**src/rtl/posit_mul_pkg.sv**
```systemverilog
// Package shared by the posit multiplier pipeline.
// Holds the fixed exponent-field width and the operand class type.
// Assumes the exponent field width never changes with posit size.
package posit_mul_pkg;

    localparam int ES = 2;

    typedef enum logic [1:0] {
        CLS_NUM  = 2'd0,
        CLS_ZERO = 2'd1,
        CLS_NAR  = 2'd2
    } pclass_e;

    // NaR dominates zero, and zero dominates an ordinary number.
    function automatic pclass_e merge_class(input pclass_e a, input pclass_e b);
        if (a == CLS_NAR || b == CLS_NAR)
            return CLS_NAR;
        else if (a == CLS_ZERO || b == CLS_ZERO)
            return CLS_ZERO;
        else
            return CLS_NUM;
    endfunction

endpackage

```
**src/rtl/posit_decode.sv**
```systemverilog
// Combinational decoder: posit pattern -> class, sign, scale, significand.
// Makes negative inputs positive by two's complement, then measures the regime run.
// Assumes the regime holds at least two bits, which is true for every nonzero pattern.
// Scale and significand are don't-care when the class is zero or NaR.
module posit_decode
    import posit_mul_pkg::*;
#(
    parameter int N   = 32,
    parameter int SCW = 9,
    parameter int SW  = 28
) (
    input  logic [N-1:0]           p,
    output pclass_e                cls,
    output logic                   sgn,
    output logic signed [SCW-1:0]  scale,
    output logic [SW-1:0]          sig
);
    localparam int BW = N - 1;
    localparam int FW = BW - 2 - ES;
    localparam int RW = $clog2(N) + 1;

    logic [BW-1:0]         body;
    logic [RW-1:0]         run;
    logic [BW-3:0]         tail;
    logic [ES-1:0]         expo;
    logic signed [SCW-1:0] kval;

    // Classify the pattern and form the magnitude bits below the sign.
    always_comb begin : classify
        sgn  = p[N-1];
        body = p[N-1] ? (~p[N-2:0] + 1'b1) : p[N-2:0];
        if (p[N-2:0] == '0)
            cls = p[N-1] ? CLS_NAR : CLS_ZERO;
        else
            cls = CLS_NUM;
    end

    // Count the run of bits equal to the first bit after the sign.
    always_comb begin : count_run
        logic stop;
        stop = 1'b0;
        run  = '0;
        for (int i = BW - 1; i >= 0; i--) begin
            if (!stop && (body[i] == body[BW-1]))
                run = run + 1'b1;
            else
                stop = 1'b1;
        end
    end

    // Drop the regime and its terminator, then read the exponent and fraction.
    always_comb begin : extract_fields
        tail  = body[BW-3:0] << (run - 1'b1);
        expo  = tail[BW-3 -: ES];
        sig   = {1'b1, tail[FW-1:0]};
        kval  = body[BW-1] ? (SCW'(run) - SCW'(1)) : -SCW'(run);
        scale = (kval <<< ES) + SCW'(expo);
    end

endmodule

```
**src/rtl/posit_encode.sv**
```systemverilog
// Combinational encoder: scale and raw significand product -> truncated posit body.
// Normalises the product and builds the regime, exponent and fraction as one bit stream.
// Reduces every bit below the last kept bit to a guard bit and a sticky bit.
// Flags scales outside the range of the regime so that a later stage can saturate.
// Assumes the product has its leading one in one of its top two bits.
module posit_encode
    import posit_mul_pkg::*;
#(
    parameter int N   = 32,
    parameter int SCW = 9,
    parameter int PW  = 56
) (
    input  logic signed [SCW-1:0] scale,
    input  logic [PW-1:0]         prod,
    output logic [N-2:0]          body,
    output logic                  guard,
    output logic                  sticky,
    output logic                  sat_hi,
    output logic                  sat_lo
);
    localparam int FRW = PW - 1;
    localparam int TW  = N + ES + PW;

    logic signed [SCW-1:0] sc;
    logic signed [SCW-1:0] k;
    logic [SCW-1:0]        rlen;
    logic [FRW-1:0]        frac;
    logic [ES-1:0]         expo;
    logic [TW-1:0]         field;
    logic [TW-1:0]         mask;
    logic [TW-1:0]         vec;

    // Normalise the significand product so that its leading one is implicit.
    always_comb begin : normalise
        if (prod[PW-1]) begin
            sc   = scale + SCW'(1);
            frac = prod[PW-2:0];
        end else begin
            sc   = scale;
            frac = {prod[PW-3:0], 1'b0};
        end
    end

    // Split the scale into regime value and exponent; find the regime length.
    always_comb begin : split_scale
        k      = sc >>> ES;
        expo   = sc[ES-1:0];
        rlen   = k[SCW-1] ? (SCW'(1) - k) : (k + SCW'(2));
        sat_hi = (k >= $signed(SCW'(N - 2)));
        sat_lo = (k <= -$signed(SCW'(N - 1)));
    end

    // Place the exponent and fraction behind the regime and cut at the posit width.
    always_comb begin : pack_stream
        field = {expo, frac, {(TW - ES - FRW){1'b0}}} >> rlen;
        if (k[SCW-1])
            mask = {{(TW - 1){1'b0}}, 1'b1} << (TW - int'(rlen));
        else
            mask = ~({TW{1'b1}} >> (rlen - SCW'(1)));
        vec    = field | mask;
        body   = vec[TW-1 -: N-1];
        guard  = vec[TW-N];
        sticky = |vec[TW-N-1:0];
    end

endmodule

```
**src/rtl/posit_round.sv**
```systemverilog
// Combinational final stage: rounding, saturation, specials and sign.
// Rounds the truncated body to nearest with ties to even.
// Assumes the body never has all bits set unless it is saturated, so rounding cannot wrap.
module posit_round
    import posit_mul_pkg::*;
#(
    parameter int N = 32
) (
    input  logic [N-2:0] body,
    input  logic         guard,
    input  logic         sticky,
    input  logic         sat_hi,
    input  logic         sat_lo,
    input  pclass_e      cls,
    input  logic         sgn,
    output logic [N-1:0] result
);
    logic [N-2:0] mag;
    logic         bump;

    // Pick the magnitude: a saturated bound or the rounded body.
    always_comb begin : pick_magnitude
        bump = guard & (body[0] | sticky);
        if (sat_hi)
            mag = '1;
        else if (sat_lo)
            mag = {{(N - 2){1'b0}}, 1'b1};
        else
            mag = body + {{(N - 2){1'b0}}, bump};
    end

    // Apply the special classes and the sign.
    always_comb begin : apply_sign
        if (cls == CLS_NAR)
            result = {1'b1, {(N - 1){1'b0}}};
        else if (cls == CLS_ZERO)
            result = '0;
        else if (sgn)
            result = -{1'b0, mag};
        else
            result = {1'b0, mag};
    end

endmodule

```
**src/rtl/posit32_mul_pipe.sv**
```systemverilog
// Four-stage posit multiplier, default size 32 bits, exponent field of two bits.
// Stage 1 decodes both operands. Stage 2 adds the scales and multiplies the significands.
// Stage 3 encodes the product. Stage 4 rounds and applies the sign.
// Takes one operand pair per cycle; valid travels alongside the data with no stall.
module posit32_mul_pipe
    import posit_mul_pkg::*;
#(
    parameter int N = 32
) (
    input  logic         clk,
    input  logic         rst_n,
    input  logic         in_valid,
    input  logic [N-1:0] in_a,
    input  logic [N-1:0] in_b,
    output logic         out_valid,
    output logic [N-1:0] out_p
);
    localparam int FW  = N - 3 - ES;
    localparam int SW  = FW + 1;
    localparam int PW  = 2 * SW;
    localparam int SCW = $clog2(4 * N) + 2;
    localparam int NOP = 2;

    logic [N-1:0]          d_in    [NOP];
    pclass_e               d_cls   [NOP];
    logic                  d_sgn   [NOP];
    logic signed [SCW-1:0] d_scale [NOP];
    logic [SW-1:0]         d_sig   [NOP];

    assign d_in[0] = in_a;
    assign d_in[1] = in_b;

    for (genvar g = 0; g < NOP; g++) begin : g_dec
        posit_decode #(.N(N), .SCW(SCW), .SW(SW)) u_dec (
            .p     (d_in[g]),
            .cls   (d_cls[g]),
            .sgn   (d_sgn[g]),
            .scale (d_scale[g]),
            .sig   (d_sig[g])
        );
    end

    // Stage 1 registers: decoded operands.
    logic                  s1_v;
    pclass_e               s1_cls;
    logic                  s1_sgn;
    logic signed [SCW-1:0] s1_sc  [NOP];
    logic [SW-1:0]         s1_sig [NOP];

    // Capture both decoded operands and their combined class and sign.
    always_ff @(posedge clk) begin
        if (!rst_n) begin
            s1_v   <= 1'b0;
            s1_cls <= CLS_ZERO;
            s1_sgn <= 1'b0;
            for (int i = 0; i < NOP; i++) begin
                s1_sc[i]  <= '0;
                s1_sig[i] <= '0;
            end
        end else begin
            s1_v   <= in_valid;
            s1_cls <= merge_class(d_cls[0], d_cls[1]);
            s1_sgn <= d_sgn[0] ^ d_sgn[1];
            for (int i = 0; i < NOP; i++) begin
                s1_sc[i]  <= d_scale[i];
                s1_sig[i] <= d_sig[i];
            end
        end
    end

    // Stage 2 registers: scale sum and significand product.
    logic                  s2_v;
    pclass_e               s2_cls;
    logic                  s2_sgn;
    logic signed [SCW-1:0] s2_sc;
    logic [PW-1:0]         s2_prod;

    // Add the scales and multiply the significands in the same cycle.
    always_ff @(posedge clk) begin
        if (!rst_n) begin
            s2_v    <= 1'b0;
            s2_cls  <= CLS_ZERO;
            s2_sgn  <= 1'b0;
            s2_sc   <= '0;
            s2_prod <= '0;
        end else begin
            s2_v    <= s1_v;
            s2_cls  <= s1_cls;
            s2_sgn  <= s1_sgn;
            s2_sc   <= s1_sc[0] + s1_sc[1];
            s2_prod <= s1_sig[0] * s1_sig[1];
        end
    end

    logic [N-2:0] e_body;
    logic         e_guard, e_sticky, e_hi, e_lo;

    posit_encode #(.N(N), .SCW(SCW), .PW(PW)) u_enc (
        .scale  (s2_sc),
        .prod   (s2_prod),
        .body   (e_body),
        .guard  (e_guard),
        .sticky (e_sticky),
        .sat_hi (e_hi),
        .sat_lo (e_lo)
    );

    // Stage 3 registers: truncated body and rounding information.
    logic         s3_v;
    pclass_e      s3_cls;
    logic         s3_sgn;
    logic [N-2:0] s3_body;
    logic         s3_guard, s3_sticky, s3_hi, s3_lo;

    // Hold the encoded body with its guard, sticky and saturation flags.
    always_ff @(posedge clk) begin
        if (!rst_n) begin
            s3_v      <= 1'b0;
            s3_cls    <= CLS_ZERO;
            s3_sgn    <= 1'b0;
            s3_body   <= '0;
            s3_guard  <= 1'b0;
            s3_sticky <= 1'b0;
            s3_hi     <= 1'b0;
            s3_lo     <= 1'b0;
        end else begin
            s3_v      <= s2_v;
            s3_cls    <= s2_cls;
            s3_sgn    <= s2_sgn;
            s3_body   <= e_body;
            s3_guard  <= e_guard;
            s3_sticky <= e_sticky;
            s3_hi     <= e_hi;
            s3_lo     <= e_lo;
        end
    end

    logic [N-1:0] r_result;

    posit_round #(.N(N)) u_rnd (
        .body   (s3_body),
        .guard  (s3_guard),
        .sticky (s3_sticky),
        .sat_hi (s3_hi),
        .sat_lo (s3_lo),
        .cls    (s3_cls),
        .sgn    (s3_sgn),
        .result (r_result)
    );

    // Stage 4 registers: the rounded product at the output.
    always_ff @(posedge clk) begin
        if (!rst_n) begin
            out_valid <= 1'b0;
            out_p     <= '0;
        end else begin
            out_valid <= s3_v;
            out_p     <= r_result;
        end
    end

    // ---------------- assertions ----------------
    localparam logic [N-1:0] NAR_PAT = {1'b1, {(N - 1){1'b0}}};

    logic [2:0] since_rst;

    // Count edges since reset, up to the pipeline depth, so that $past stays in range.
    always_ff @(posedge clk) begin
        if (!rst_n)
            since_rst <= 3'd0;
        else if (since_rst != 3'd4)
            since_rst <= since_rst + 3'd1;
    end

    assert_latency_R1: assert property (@(posedge clk) disable iff (!rst_n)
        (since_rst == 3'd4) |-> (out_valid == $past(in_valid, 4)));

    assert_nar_R2: assert property (@(posedge clk) disable iff (!rst_n)
        ((since_rst == 3'd4) && $past(in_valid, 4) &&
         (($past(in_a, 4) == NAR_PAT) || ($past(in_b, 4) == NAR_PAT)))
        |-> (out_p == NAR_PAT));

    assert_zero_R3: assert property (@(posedge clk) disable iff (!rst_n)
        ((since_rst == 3'd4) && $past(in_valid, 4) &&
         ($past(in_a, 4) != NAR_PAT) && ($past(in_b, 4) != NAR_PAT) &&
         (($past(in_a, 4) == '0) || ($past(in_b, 4) == '0)))
        |-> (out_p == '0));

    assert_sign_R4: assert property (@(posedge clk) disable iff (!rst_n)
        ((since_rst == 3'd4) && $past(in_valid, 4) &&
         ($past(in_a[N-2:0], 4) != '0) && ($past(in_b[N-2:0], 4) != '0))
        |-> (out_p[N-1] == $past(in_a[N-1] ^ in_b[N-1], 4)));

    assert_never_vanish_R8: assert property (@(posedge clk) disable iff (!rst_n)
        ((since_rst == 3'd4) && $past(in_valid, 4) &&
         ($past(in_a[N-2:0], 4) != '0) && ($past(in_b[N-2:0], 4) != '0))
        |-> ((out_p != '0) && (out_p != NAR_PAT)));

endmodule

```
**config.mk**
```make
export PLATFORM = sky130hd
export DESIGN_NAME = posit32_mul_pipe
export DESIGN_NICKNAME = d
export VERILOG_FILES = /design/src/rtl/posit_mul_pkg.sv /design/src/rtl/posit_decode.sv /design/src/rtl/posit_encode.sv /design/src/rtl/posit_round.sv /design/src/rtl/posit32_mul_pipe.sv
export SDC_FILE = /design/constraint.sdc
export NUM_CORES = 2
export LEC_CHECK = 0
export BUFFER_PORTS_ARGS = -buffer_cell sky130_fd_sc_hd__buf_2
export CELL_PAD_IN_SITES_DETAIL_PLACEMENT = 1
export CELL_PAD_IN_SITES_GLOBAL_PLACEMENT = 1
export CORE_MARGIN = 1.5
export CORE_UTILIZATION = 44
export CTS_BUF_LIST = sky130_fd_sc_hd__clkbuf_4 sky130_fd_sc_hd__clkbuf_8 sky130_fd_sc_hd__clkbuf_16
export DETAILED_ROUTE_END_ITERATION = 10
export GPL_ROUTABILITY_DRIVEN = 0
export PLACE_DENSITY = 0.75
export SETUP_SLACK_MARGIN = 0.3
export SLEW_MARGIN = 20
export SYNTH_ARGS = -nofsm -noshare
export SYNTH_HDL_FRONTEND = slang
export SYNTH_SLANG_ARGS = --single-unit
```
**constraint.sdc**
```tcl
create_clock -name clk -period 58.2 [get_ports clk]
set_clock_uncertainty 0.2 [all_clocks]
set_input_delay 8.73 -clock clk [delete_from_list [all_inputs] [get_ports clk]]
set_output_delay 8.73 -clock clk [all_outputs]
set_load 0.05 [all_outputs]
```
==> impl_metrics.json <==
{
  "overall_routed_net_length_um": 164000,
  "totalNegativeSetupSlack_ns": 0,
  "cells_after_synthesis": 6191,
  "synth-seq-area-share": 0.0880,
  "unrepaired_setup_endpoints_after_global_routing": "no",
  "die_height_um": 339,
  "mapped_nets": 7215,
  "critical_path_class": "in -> reg",
  "first_iter_violations": 2655,
  "max_cap_violations": 0,
  "power_density_nw_per_um2": 41.1,
  "drtPass1Iterations": 6,
  "die_w_um": 339,
  "run_status": "finished clean",
  "critPathMostFrequentCell": "sky130_fd_sc_hd__ha_1",
  "synthArstFlopShare": 0,
  "worst_skew_pair.late_latency_ns": 0.57,
  "initial_core_util": 0.446,
  "cpMaxStageDelayCell": "sky130_fd_sc_hd__nor4_2",
  "fin_hold_ws_ns": 0.216,
  "worstPathMaxFanout": 29,
  "ioPinCount": 100,
  "grt_max_degree": 82,
  "post_synth_and_or_nand_nor_area_fraction": 0.209,
  "critPathMaxStageDelay_ns": 0.89,
  "synth_xor_area_frac": 0.0733,
  "multi_input_area_um2": 41000,
  "min_delay_path_depth": 1,
  "finalHoldViolations": 0,
  "ctsRootBufferMaster": "sky130_fd_sc_hd__clkbuf_16",
  "cts_hold_buffers": 0,
  "critical_path_arrival_ns": 29.46,
  "timing.fmax_mhz": 34.2,
  "synth_fa_ha_area_frac": 0.344,
  "drt-wirelength-per-cell_um": 21.6,
  "antenna_found_initial": 4,
  "slew_margin_rel": 0.238,
  "muxShareOfSynthArea": 0.0818,
  "overflow": 0,
  "finalSetupViolCount": 0,
  "min-delay-path-class": "reg -> reg",
  "synth.distinct_cells": 115,
  "cp_data_required_time_ns": 58.41,
  "port-buffer-count": 99,
  "transition_at_the_pin_with_the_smallest_max_transition_slack_ns": 1.14,
  "cts-buffers-inserted": 26,
  "layout.nets": 7102,
  "largest_family_of_logic_cells_by_synthesized_area": "adder cells",
  "drt.antenna.violating_nets": 0,
  "drc": 0,
  "clock_tree.buffer_depth": 3,
  "final.fill_count": 13621,
  "dpl.hpwl_um": 125000,
  "synth_seq_cells": 218,
  "path_clk_slew_ns": 0.06,
  "synth-compound-area-share": 0.115,
  "cp-end-kind": "register",
  "route.vias.total": 43870,
  "fp.dieArea_um2": 115000,
  "worst_setup_path_start_kind": "input port",
  "post_synth.cell_area_avg_um2": 8.01,
  "htree_levels": 1,
  "globalRouteTotalUtil": 0.282,
  "grt_first_pass_wirelength_um": 261000,
  "area_growth_syn_to_layout_pct": 5.84,
  "synth_warnings": 0,
  "vdd.ir_drop.worst_v": 0.0000283,
  "core_ar_um2": 111000,
  "seq_area_um2": 4380,
  "final_layout_size_suffix_gt1_frac": 0.0682,
  "post_cts.resized_instances": 0,
  "post-route-min-period_ns": 29.25,
  "leakage_uw": 0.0239,
  "mappedNetlistArea_um2": 49600,
  "tritoncts_clock_tree": "yes",
  "cts_num_sinks": 218,
  "row_count": 122,
  "layout_worst_path_cycle_share": 0.503,
  "slew_viol_final": 0,
  "post-cts-setup-buffers": 0,
  "worst_r2r_path_depth": 40,
  "grt_pass1_vias": 46599,
  "synth_top_flop_cell": "sky130_fd_sc_hd__dfxtp_1",
  "finish.utilization": 0.472,
  "routed_via_density": 5.78,
  "synth-edff-count": 0
}
==> synth_stat cells (38+ instances only) <==
cell type                    n  area, um^2
sky130_fd_sc_hd__a21o_1     45         338
sky130_fd_sc_hd__a21oi_1   239        1200
sky130_fd_sc_hd__and2_1    255        1600
sky130_fd_sc_hd__and3_1     38         238
sky130_fd_sc_hd__buf_1      38         143
sky130_fd_sc_hd__clkbuf_1  283        1060
sky130_fd_sc_hd__dfxtp_1   218        4360
sky130_fd_sc_hd__fa_1      675       13500
sky130_fd_sc_hd__ha_1      282        3530
sky130_fd_sc_hd__inv_1     807        3030
sky130_fd_sc_hd__mux2i_1   366        3660
sky130_fd_sc_hd__nand2_1   944        3540
sky130_fd_sc_hd__nand3_1   140         701
sky130_fd_sc_hd__nand4_1    44         275
sky130_fd_sc_hd__nor2_1    446        1670
sky130_fd_sc_hd__nor3_1     97         485
sky130_fd_sc_hd__nor4_1     43         269
sky130_fd_sc_hd__o21ai_0   206        1030
sky130_fd_sc_hd__xnor2_1   210        1840
sky130_fd_sc_hd__xor2_1    131        1150
==> cells by family (layout without fill, tap and decap cells) <==
| group | after synthesis | in the layout |
|---|---|---|
| AOI/OAI and AO/OA | 875 | 875 |
| and+or+nand+nor | 2215 | 2215 |
| DFF | 218 | 218 |
| adders and majority gates | 960 | 960 |
| buffers and inverters | 1153 | 1060 |
| xor gates and xnor gates | 373 | 373 |
| muxes | 397 | 397 |
| other | 0 | 3 |
==> critical path: cells and delay by family <==
family	cells	cell delay [ns]
XOR/XNOR	1	0.35
AND/OR/NAND/NOR	21	3.72
buffers and inverters	5	0.79
adder cells (fa/ha/maj)	27	8.70
multiplexers	11	2.22
AO/OA/AOI/OAI	26	4.94
==> placed cells by master, fill, tap and decap left out, types with 97 or more instances in the layout <==
cell / n
sky130_fd_sc_hd__inv_1: 807
sky130_fd_sc_hd__fa_1: 675
sky130_fd_sc_hd__buf_4: 101
sky130_fd_sc_hd__nand3_1: 140
sky130_fd_sc_hd__nor2_1: 444
sky130_fd_sc_hd__mux2i_1: 366
sky130_fd_sc_hd__xnor2_1: 203
sky130_fd_sc_hd__buf_2: 99
sky130_fd_sc_hd__ha_1: 281
sky130_fd_sc_hd__o21ai_0: 206
sky130_fd_sc_hd__a21oi_1: 238
sky130_fd_sc_hd__and2_1: 255
sky130_fd_sc_hd__nor3_1: 97
sky130_fd_sc_hd__dfxtp_1: 204
sky130_fd_sc_hd__xor2_1: 127
sky130_fd_sc_hd__nand2_1: 944
==> routing by layer <==
layer  global-route usage  vias to the layer above  wire, um
met5                    0                        -        13
met4               0.0975                        2      6420
met3               0.0292                      342      8410
met2                0.480                     1216     78000
met1                0.373                    22308     70900
li1                     -                    20002         -
==> worst paths after layout <==
check / to / slack (ns) / start
worst min register to register: s3_cls[0]$_SDFF_PN1_ / 0.22 / s2_cls[0]$_SDFF_PN1_
worst min-delay path: s3_cls[0]$_SDFF_PN1_ / 0.22 / s2_cls[0]$_SDFF_PN1_
worst max register to register: s2_prod[54]$_SDFF_PN0_ / 47.19 / s1_sig[0][5]$_SDFF_PP0_
worst max-delay path: s1_sig[0][48]$_SDFF_PP0_ / 28.95 / in_b[3]
==> metrics by stage <==
| stage | instances | total power (uW) | instance area (um^2) | setup slack [ns] |
|---|---|---|---|---|
| 6_report | 7589 | 2160 | 52500 | 28.95 |
| 2_1_floorplan | 6191 | 1420 | 49600 | 30.94 |
| 5_1_grt | 7587 | 2340 | 52500 | 27.43 |
| 4_1_cts | 7586 | 2150 | 52500 | 28.99 |
| 3_5_place_dp | 7538 | 1950 | 51500 | 28.52 |
| 3_3_place_gp | 7538 | 1900 | 51500 | 29.06 |
==> power by group <==
group / leakage, uW / internal, uW / switching, uW
combinational: 0.0216 / 623 / 1130
clock: 0.000466 / 108 / 71.9
sequential: 0.00180 / 191 / 37.2
total: 0.0239 / 922 / 1240
==> state kept, by name, indices dropped and copies added (netlist names), 2 cells and up <==
name and flops:
out_p 32, s2_sc 9, s2_prod 56, s3_cls 2, s1_cls 2, s1_sc 18
s3_body 31, s1_sig 55, s2_cls 2
==> cell type report <==
| cell class | instances | share of cell area |
|---|---|---|
| Tap cell | 1488 | 0.0355 |
| Sequential cell | 218 | 0.0835 |
| Inverter | 812 | 0.0581 |
| Antenna cell | 3 | 0.000143 |
| Clock inverter | 13 | 0.00336 |
| Clock buffer | 35 | 0.0147 |
| Multi-Input combinational cell | 4820 | 0.781 |
| Timing Repair Buffer | 200 | 0.0239 |
No activity file was read; power rests on OpenSTA's default activity.
